==> src/rtl/idr_pkg.sv <==
package idr_pkg;
  typedef enum logic [1:0] {
    ST_IDLE = 2'd0,
    ST_RD0  = 2'd1,
    ST_RD1  = 2'd2,
    ST_FIN  = 2'd3
  } idr_state_e;

  localparam int unsigned ID_W = 8;
endpackage

==> src/rtl/idr_settle_timer.sv <==
module idr_settle_timer #(
  parameter int unsigned SETTLE = 4
) (
  input  logic clk,
  input  logic rst_n,
  input  logic clr,
  output logic expire
);
  localparam int unsigned CNT_W = (SETTLE < 1) ? 1 : $clog2(SETTLE + 1);
  localparam logic [CNT_W-1:0] LIMIT = CNT_W'(SETTLE);

  logic [CNT_W-1:0] cnt_q;

  assign expire = (cnt_q == LIMIT);

  always_ff @(posedge clk or negedge rst_n) begin
    if (!rst_n)       cnt_q <= '0;
    else if (clr)     cnt_q <= '0;
    else if (!expire) cnt_q <= cnt_q + 1'b1;
  end

  AST_CNT_BOUND: assert property (@(posedge clk) disable iff (!rst_n)
    cnt_q <= LIMIT);
endmodule

==> src/rtl/idr_byte_latch.sv <==
module idr_byte_latch #(
  parameter int unsigned W = 8
) (
  input  logic         clk,
  input  logic         rst_n,
  input  logic         load,
  input  logic [W-1:0] din,
  output logic [W-1:0] q,
  output logic         din_odd,
  output logic         q_odd
);
  always_ff @(posedge clk or negedge rst_n) begin
    if (!rst_n)    q <= '0;
    else if (load) q <= din;
  end

  assign din_odd = ^din;
  assign q_odd   = ^q;

  AST_HOLD_NO_LOAD: assert property (@(posedge clk) disable iff (!rst_n)
    !load |=> $stable(q));
endmodule

==> src/rtl/idr_ctrl.sv <==
module idr_ctrl
  import idr_pkg::*;
#(
  parameter int unsigned ADDR_W = 17,
  parameter int unsigned DATA_W = 16,
  parameter int unsigned SETTLE = 4
) (
  input  logic              clk,
  input  logic              rst_n,
  input  logic              start,
  output logic              id_hv_en,
  output logic              mem_ce_n,
  output logic              mem_oe_n,
  output logic [ADDR_W-1:0] mem_addr,
  input  logic [DATA_W-1:0] mem_dq,
  output logic [7:0]        mfr_code,
  output logic [7:0]        dev_code,
  output logic              parity_err,
  output logic              done
);
  localparam int unsigned NSLOT = 2;

  idr_state_e state_q, state_d;
  logic       tmr_clr, tmr_done;
  logic [NSLOT-1:0] cap;
  logic [NSLOT-1:0] din_odd, q_odd;
  logic [ID_W-1:0]  slot_q [NSLOT];
  logic       perr_q;
  logic       busy;

  always_comb begin
    state_d = state_q;
    unique case (state_q)
      ST_IDLE: if (start)    state_d = ST_RD0;
      ST_RD0:  if (tmr_done) state_d = ST_RD1;
      ST_RD1:  if (tmr_done) state_d = ST_FIN;
      default:               state_d = ST_IDLE;
    endcase
  end

  always_ff @(posedge clk or negedge rst_n) begin
    if (!rst_n) state_q <= ST_IDLE;
    else        state_q <= state_d;
  end

  assign tmr_clr = (state_q == ST_IDLE) || (state_d != state_q);

  idr_settle_timer #(.SETTLE(SETTLE)) u_timer (
    .clk    (clk),
    .rst_n  (rst_n),
    .clr    (tmr_clr),
    .expire (tmr_done)
  );

  assign cap[0] = (state_q == ST_RD0) && tmr_done;
  assign cap[1] = (state_q == ST_RD1) && tmr_done;

  for (genvar i = 0; i < NSLOT; i++) begin : g_slot
    idr_byte_latch #(.W(ID_W)) u_latch (
      .clk     (clk),
      .rst_n   (rst_n),
      .load    (cap[i]),
      .din     (mem_dq[ID_W-1:0]),
      .q       (slot_q[i]),
      .din_odd (din_odd[i]),
      .q_odd   (q_odd[i])
    );
  end

  always_ff @(posedge clk or negedge rst_n) begin
    if (!rst_n)      perr_q <= 1'b0;
    else if (cap[1]) perr_q <= !(q_odd[0] && din_odd[1]);
  end

  assign busy       = (state_q == ST_RD0) || (state_q == ST_RD1);
  assign id_hv_en   = busy;
  assign mem_ce_n   = !busy;
  assign mem_oe_n   = !busy;
  assign mem_addr   = {{(ADDR_W-1){1'b0}}, (state_q == ST_RD1)};
  assign mfr_code   = slot_q[0];
  assign dev_code   = slot_q[1];
  assign parity_err = perr_q;
  assign done       = (state_q == ST_FIN);

  AST_UPPER_ADDR_LOW: assert property (@(posedge clk) disable iff (!rst_n)
    mem_addr[ADDR_W-1:1] == '0);
  AST_ENTER_ID_MODE: assert property (@(posedge clk) disable iff (!rst_n)
    (state_q == ST_IDLE && start) |=> (id_hv_en && !mem_ce_n && !mem_oe_n && mem_addr == '0));
  AST_SETTLE_WAIT: assert property (@(posedge clk) disable iff (!rst_n)
    (state_q == ST_RD0 && !tmr_done) |=> (state_q == ST_RD0));
  AST_ADDR_ORDER: assert property (@(posedge clk) disable iff (!rst_n)
    cap[0] |=> (mem_addr[0] && id_hv_en));
  AST_DONE_PULSE: assert property (@(posedge clk) disable iff (!rst_n)
    done |=> (!done && mem_ce_n && !id_hv_en));
  AST_RELEASE: assert property (@(posedge clk) disable iff (!rst_n)
    cap[1] |=> (done && mem_ce_n && mem_oe_n && !id_hv_en && mem_addr == '0));
  AST_BUSY_START_IGNORED: assert property (@(posedge clk) disable iff (!rst_n)
    (state_q == ST_RD1 && start) |=> (state_q != ST_RD0));
  AST_PERR_HOLD: assert property (@(posedge clk) disable iff (!rst_n)
    !done |-> $stable(parity_err));
endmodule

==> config.mk <==
export PLATFORM = sky130hd
export DESIGN_NAME = idr_ctrl
export DESIGN_NICKNAME = d
export VERILOG_FILES = /design/src/rtl/idr_pkg.sv /design/src/rtl/idr_settle_timer.sv /design/src/rtl/idr_byte_latch.sv /design/src/rtl/idr_ctrl.sv
export SDC_FILE = /design/constraint.sdc
export NUM_CORES = 1
export LEC_CHECK = 0
export CAP_MARGIN = 20
export CORE_MARGIN = 5
export CORE_UTILIZATION = 45
export DETAILED_ROUTE_END_ITERATION = 7
export GPL_ROUTABILITY_DRIVEN = 0
export PLACE_DENSITY = 0.84
export SYNTH_ARGS = -nofsm -noshare
export SYNTH_HDL_FRONTEND = slang
export SYNTH_SLANG_ARGS = --single-unit
export TNS_END_PERCENT = 20
==> constraint.sdc <==
create_clock -name clk -period 2.6 [get_ports clk]
set_clock_uncertainty 0.1 [all_clocks]
set_input_delay 0.26 -clock clk [delete_from_list [all_inputs] [get_ports clk]]
set_output_delay 0.26 -clock clk [all_outputs]
set_load 0.01 [all_outputs]
==> results of run 1 <==
## synthesized netlist by cell type (all sizes together)
| library cell | number | area [um^2] |
|---|---|---|
| o21ai | 4 | 20.01 |
| xnor2 | 13 | 113.9 |
| xor2 | 2 | 17.52 |
| buf | 19 | 143.9 |
| inv | 6 | 22.52 |
| o22ai | 1 | 6.260 |
| a41oi | 1 | 16.27 |
| o211ai | 1 | 7.510 |
| a21oi | 4 | 23.77 |
| and2 | 1 | 6.260 |
| mux2 | 16 | 240.2 |
| nor3 | 4 | 25.02 |
| conb | 1 | 3.750 |
| a21o | 1 | 7.510 |
| mux2i | 2 | 20.02 |
| nand3b | 1 | 7.510 |
| nor2 | 3 | 11.26 |
| dfrtp | 22 | 550.5 |
| ha | 6 | 75.07 |
| nand2 | 3 | 26.27 |
## worst max-delay path, delay by kind of cell (launching register included)
kind	cells	cell delay, ns
fa+ha+maj	1	0.42
flops	1	0.47
buf+inv	2	0.74
## layer usage
| metal | wire length, um | vias to the layer above | GRT usage |
|---|---|---|---|
| li1 | - | 403 | - |
| met1 | 1044 | 409 | 0.1539 |
| met2 | 1324 | 33 | 0.2410 |
| met3 | 147 | 5 | 0.02073 |
| met4 | 46 | 0 | 0.06332 |
| met5 | 0 | - | 0 |
## where the power goes
part           internal (uW)  leakage (uW)  total, uW  switching, uW
registers                456      0.000261        570            114
logic                    563      0.000518        953            391
clock network           85.6     0.0000210        184           98.8
## how the worst max path moves through the flow
stage,from,endpoint,slack [ns],cells past startpoint
after floorplan,state_q[0]$_DFF_PN0_,u_timer.cnt_q[0]$_DFFE_PN0P_,1.0,6
after global placement,state_q[0]$_DFF_PN0_,mem_addr[0],0.71,3
after detailed placement,state_q[0]$_DFF_PN0_,mem_addr[0],0.67,3
after CTS,state_q[0]$_DFF_PN0_,mem_addr[0],0.30,3
after global routing,state_q[0]$_DFF_PN0_,mem_addr[0],0.18,3
final,state_q[0]$_DFF_PN0_,mem_addr[0],0.31,3
## flip-flops by register name, summed over array words and instances, names as in the netlist
| register | cells |
|---|---|
| g_slot.u_latch.q | 16 |
| parity_err | 1 |
| state_q | 2 |
| u_timer.cnt_q | 3 |
## cell type report
cell class | count | area (um^2)
clock buffer | 4 | 36.28
fill | 228 | 1145
inverter | 6 | 22.52
multi-input combinational | 79 | 684.4
sequential | 22 | 550.5
tap | 31 | 38.79
timing repair buffer | 33 | 327.8
## stage by stage
stage | cell area [um^2] | power, uW | hold WS, ns
2_1_floorplan | 1401 | 1195 | -0.1356
3_3_place_gp | 1624 | 1500 | 0.3926
3_5_place_dp | 1624 | 1539 | 0.3901
4_1_cts | 1660 | 1737 | 0.1698
5_1_grt | 1660 | 1845 | 0.1761
6_report | 1660 | 1707 | 0.1793
## kinds of logic (layout without fill, tap and decap cells)
| family | count (synthesis) | in the layout |
|---|---|---|
| buffers and inverters | 25 | 43 |
| AND/OR/NAND/NOR | 12 | 12 |
| multiplexers | 18 | 18 |
| XOR/XNOR | 15 | 15 |
| AO/OA/AOI/OAI | 12 | 12 |
| flip-flops | 22 | 22 |
| adder cells (fa/ha/maj) | 6 | 6 |
| other | 1 | 16 |
==> flow_summary.ini, run 1 <==
[run_status]
status = finished clean

[yosys]
synth_adder_area_share = 0.05581
synth.distinct_cells = 26
synth_mux_area_frac = 0.1935
seq_area_frac_synth = 0.4093
yosys_warnings = 0
synth_seq_cells = 22
yosys.area_share.simple = 0.05674
syn_area_um2 = 1345
synthCells = 111
synth_compound_area_frac = 0.06047
avgSynthCellArea_um2 = 12.12
synth_xor_area_frac = 0.09767
synth_top_family_by_area = multiplexers

[clock_tree]
postCtsResizedCells = 0
clock_latency_ns = 0.31
root_buffer = clkbuf_4
cts_hold_buf = 0
clk_path_buf_depth = 2
htree_levels = 1
cts_tree = done
cts_buffers = 3
cts.sinks = 22
cts.clk_slew.worst_paths_ns = 0.12
postCtsSetupRepairBufs = 0

[place]
port_buffers = 32
hpwl_um = 2041
dpl_worst_slack_ns = 0.6682
placed_cells_incl_taps = 171

[sta]
hold_viol = 0
timing.final.ws_setup_ns = 0.3130
min_period_ns = 2.287
setup_viol = 0
grt_setup_unrepaired = no
fin_crit_sh = 0.8796
clock.fmax_ghz = 0.4373
fin_setup_tns_ns = 0
drv_slew = 0

[detailed_routing]
viasPerCell = 4.857
antenna_left = 0
drt-pass1-iter-count = 4
drt_iter0_markers = 9
route.detailed.drc = 0
wl_per_cell_um = 14.65
via_count = 850
wirelength_um = 2564

[setup_path]
rrSetupSlack_ns = 0.76
crit_path_end_kind = primary output
startpoint_type = flop
timing.rr.start = u_timer.cnt_q[0]$_DFFE_PN0P_
crit_type = reg -> out
slowest_stage = clkdlybuf4s50_1
critPathMaxFanout = 8
path_cells = inv_1 -> ha_1 -> clkdlybuf4s50_1
required_ns = 2.24
reg2regPathDepth = 5
reg2reg_to = g_slot[1].u_latch.q[4]$_DFFE_PN0P_
crit_arrival_ns = 1.93
cp_slowest_stage_delay_ns = 0.63

[power_and_ir_drop]
ir_drop_v = 0.0005673
power_density_nw_per_um2 = 1028
p_leak_uw = 0.0007999

[global_route]
overflow = 0
grt_pass1_wl_um = 4402
grt_max_degree = 23
grt_pass1_vias = 938
antenna_found_initial = 0
grtUsageTotal = 0.1333

[final_layout]
area_growth_pct = 23.44
layout-drive-gt1-share = 0.1806
diodes = 0
fin_nets = 170
utilization = 0.5919
final_cell_mix = clkdlybuf4s50_1, dfrtp_1, mux2_4, conb_1, xnor2_1
final_cells = 175
layout_commonest_cell = clkdlybuf4s50_1

[job]
maxCapViolCount = 0

[floorplan]
die_w_um = 64.67
row_count = 19
initial_utilization = 0.4795
die_area_um2 = 4182
coreArea_um2 = 2805
die-height_um = 64.67
io_pins = 57

[hold_path]
worstHoldPathType = in -> async
Note: power is estimated with default switching activity, not from simulation.
==> run 2: changes to the inputs <==
Settings changed: CORE_MARGIN 5 to 1.
==> flow_summary.ini, run 2 (synthesis gave the netlist of run 1 again) <==
[detailed_routing]
route.detailed.drc = 8
antenna_left = 0
viasPerCell = 4.920
drt_iter0_markers = 27
wirelength_um = 2241
drt-pass1-iter-count = 6
via_count = 861
wl_per_cell_um = 12.81

[clock_tree]
clk_path_buf_depth = 2
cts_tree = done
htree_levels = 1
cts_buffers = 3
cts.sinks = 22
cts.clk_slew.worst_paths_ns = 0.11
root_buffer = clkbuf_4
postCtsResizedCells = 0
clock_latency_ns = 0.29
postCtsSetupRepairBufs = 0
cts_hold_buf = 0

[power_and_ir_drop]
ir_drop_v = 0.0006175
switching_share = 0.3491
p_seq_frac = 0.335
power_uw = 1696
p_leak_uw = 0.0007999
power_density_nw_per_um2 = 1022
p_sw_uw = 592.1
intPower_uw = 1104
power_frac_clock = 0.107
combPwrFrac = 0.559

[run_status]
status = complete, but fails checks
failed_checks = design-rule violations

[global_route]
grt_pass1_vias = 833
antenna_found_initial = 0
grt_pass1_wl_um = 3615
grt_max_degree = 23
grtUsageTotal = 0.1474
overflow = 0

[job]
maxCapViolCount = 0

[setup_path]
startpoint_type = flop
crit_family = buffers and inverters
crit_path_end_kind = primary output
required_ns = 2.24
slowest_stage = clkdlybuf4s50_1
path_cells = inv_1 -> ha_1 -> clkdlybuf4s50_1
rrSetupSlack_ns = 0.76
cp_slowest_stage_delay_ns = 0.62
crit_start = state_q[0]$_DFF_PN0_
crit_arrival_ns = 1.92
critPathMaxFanout = 8
path_buf_inv = 2
timing.rr.start = u_timer.cnt_q[0]$_DFFE_PN0P_
crit_type = reg -> out

[place]
hpwl_um = 1750
placed_area_um2 = 1624
placed_cells_incl_taps = 171
port_buffers = 32

[floorplan]
coreArea_um2 = 2805
io_pins = 57
die_area_um2 = 3211
die_w_um = 56.67
row_count = 19
die-height_um = 56.67
initial_utilization = 0.4795

[final_layout]
largestRegisters = g_slot.u_latch.q (16), u_timer.cnt_q (3), state_q (2)
fin_nets = 170
layout_commonest_cell = clkdlybuf4s50_1
regMostFlops = g_slot.u_latch.q
largest_reg_flops = 16
final_area_um2 = 1660
final_cell_mix = clkdlybuf4s50_1, dfrtp_1, mux2_4, conb_1, xnor2_1
diodes = 0
final_cells = 175
area_growth_pct = 23.44
layout-drive-gt1-share = 0.1806

[sta]
drv_slew = 0
min_period_ns = 2.279
clock.fmax_ghz = 0.4387
grt_setup_unrepaired = no
setup_viol = 0
hold_viol = 0
fin_crit_sh = 0.8767
fin_setup_tns_ns = 0

[hold_path]
worstHoldPathType = in -> async
## run 2: final cells by class
cell class	count	area, um^2
Fill cell	224	1145
Inverter	6	22.52
Sequential cell	22	550.5
Tap cell	31	38.79
Timing Repair Buffer	33	327.8
Clock buffer	4	36.28
Multi-Input combinational cell	79	684.4
## run 2: final timing paths
check | end | cells after the start
worst min register to register | g_slot[1].u_latch.q[3]$_DFFE_PN0P_ | 1
worst max-delay path | mem_addr[0] | 3
min in group clk | g_slot[1].u_latch.q[3]$_DFFE_PN0P_ | 1
worst max register to register | g_slot[1].u_latch.q[7]$_DFFE_PN0P_ | 5
worst min-delay path | g_slot[1].u_latch.q[6]$_DFFE_PN0P_ | 2
max in group asynchronous | g_slot[0].u_latch.q[0]$_DFFE_PN0P_ | 2
## run 2: layer usage
metal	part of all wire	track usage	vias to the layer above	wire length [um]
li1	-	-	400	-
met1	0.42	0.1654	421	946
met2	0.51	0.2755	38	1148
met3	0.059	0.03226	2	133
met4	0.0054	0.04286	0	12
met5	0	0	-	0
## run 2: power groups by stage
stage,sequential [uW],clock [uW],combinational (uW)
after floorplan,598,0,597
after global placement,563,0,929
after detailed placement,574,0,956
after CTS,568,187,961
after global routing,583,198,1030
final,567,181,948
## run 2: through the flow
step	setup slack [ns]	hold slack, ns	utilization
finish	0.3206	0.1977	0.5919
global route	0.2284	0.2237	0.5919
CTS	0.3007	0.2024	0.5919
detailed placement	0.6503	0.3937	0.5789
global placement	0.7134	0.3938	0.5789
floorplan	0.9971	-0.1356	-
==> run 3: changes to the inputs <==
Settings changed: ABC_CLOCK_PERIOD_IN_PS from default to 2600, HOLD_SLACK_MARGIN from default to 0.05.
==> results of run 3 <==
Final layout, timing and power as in run 2 (identical DEF).
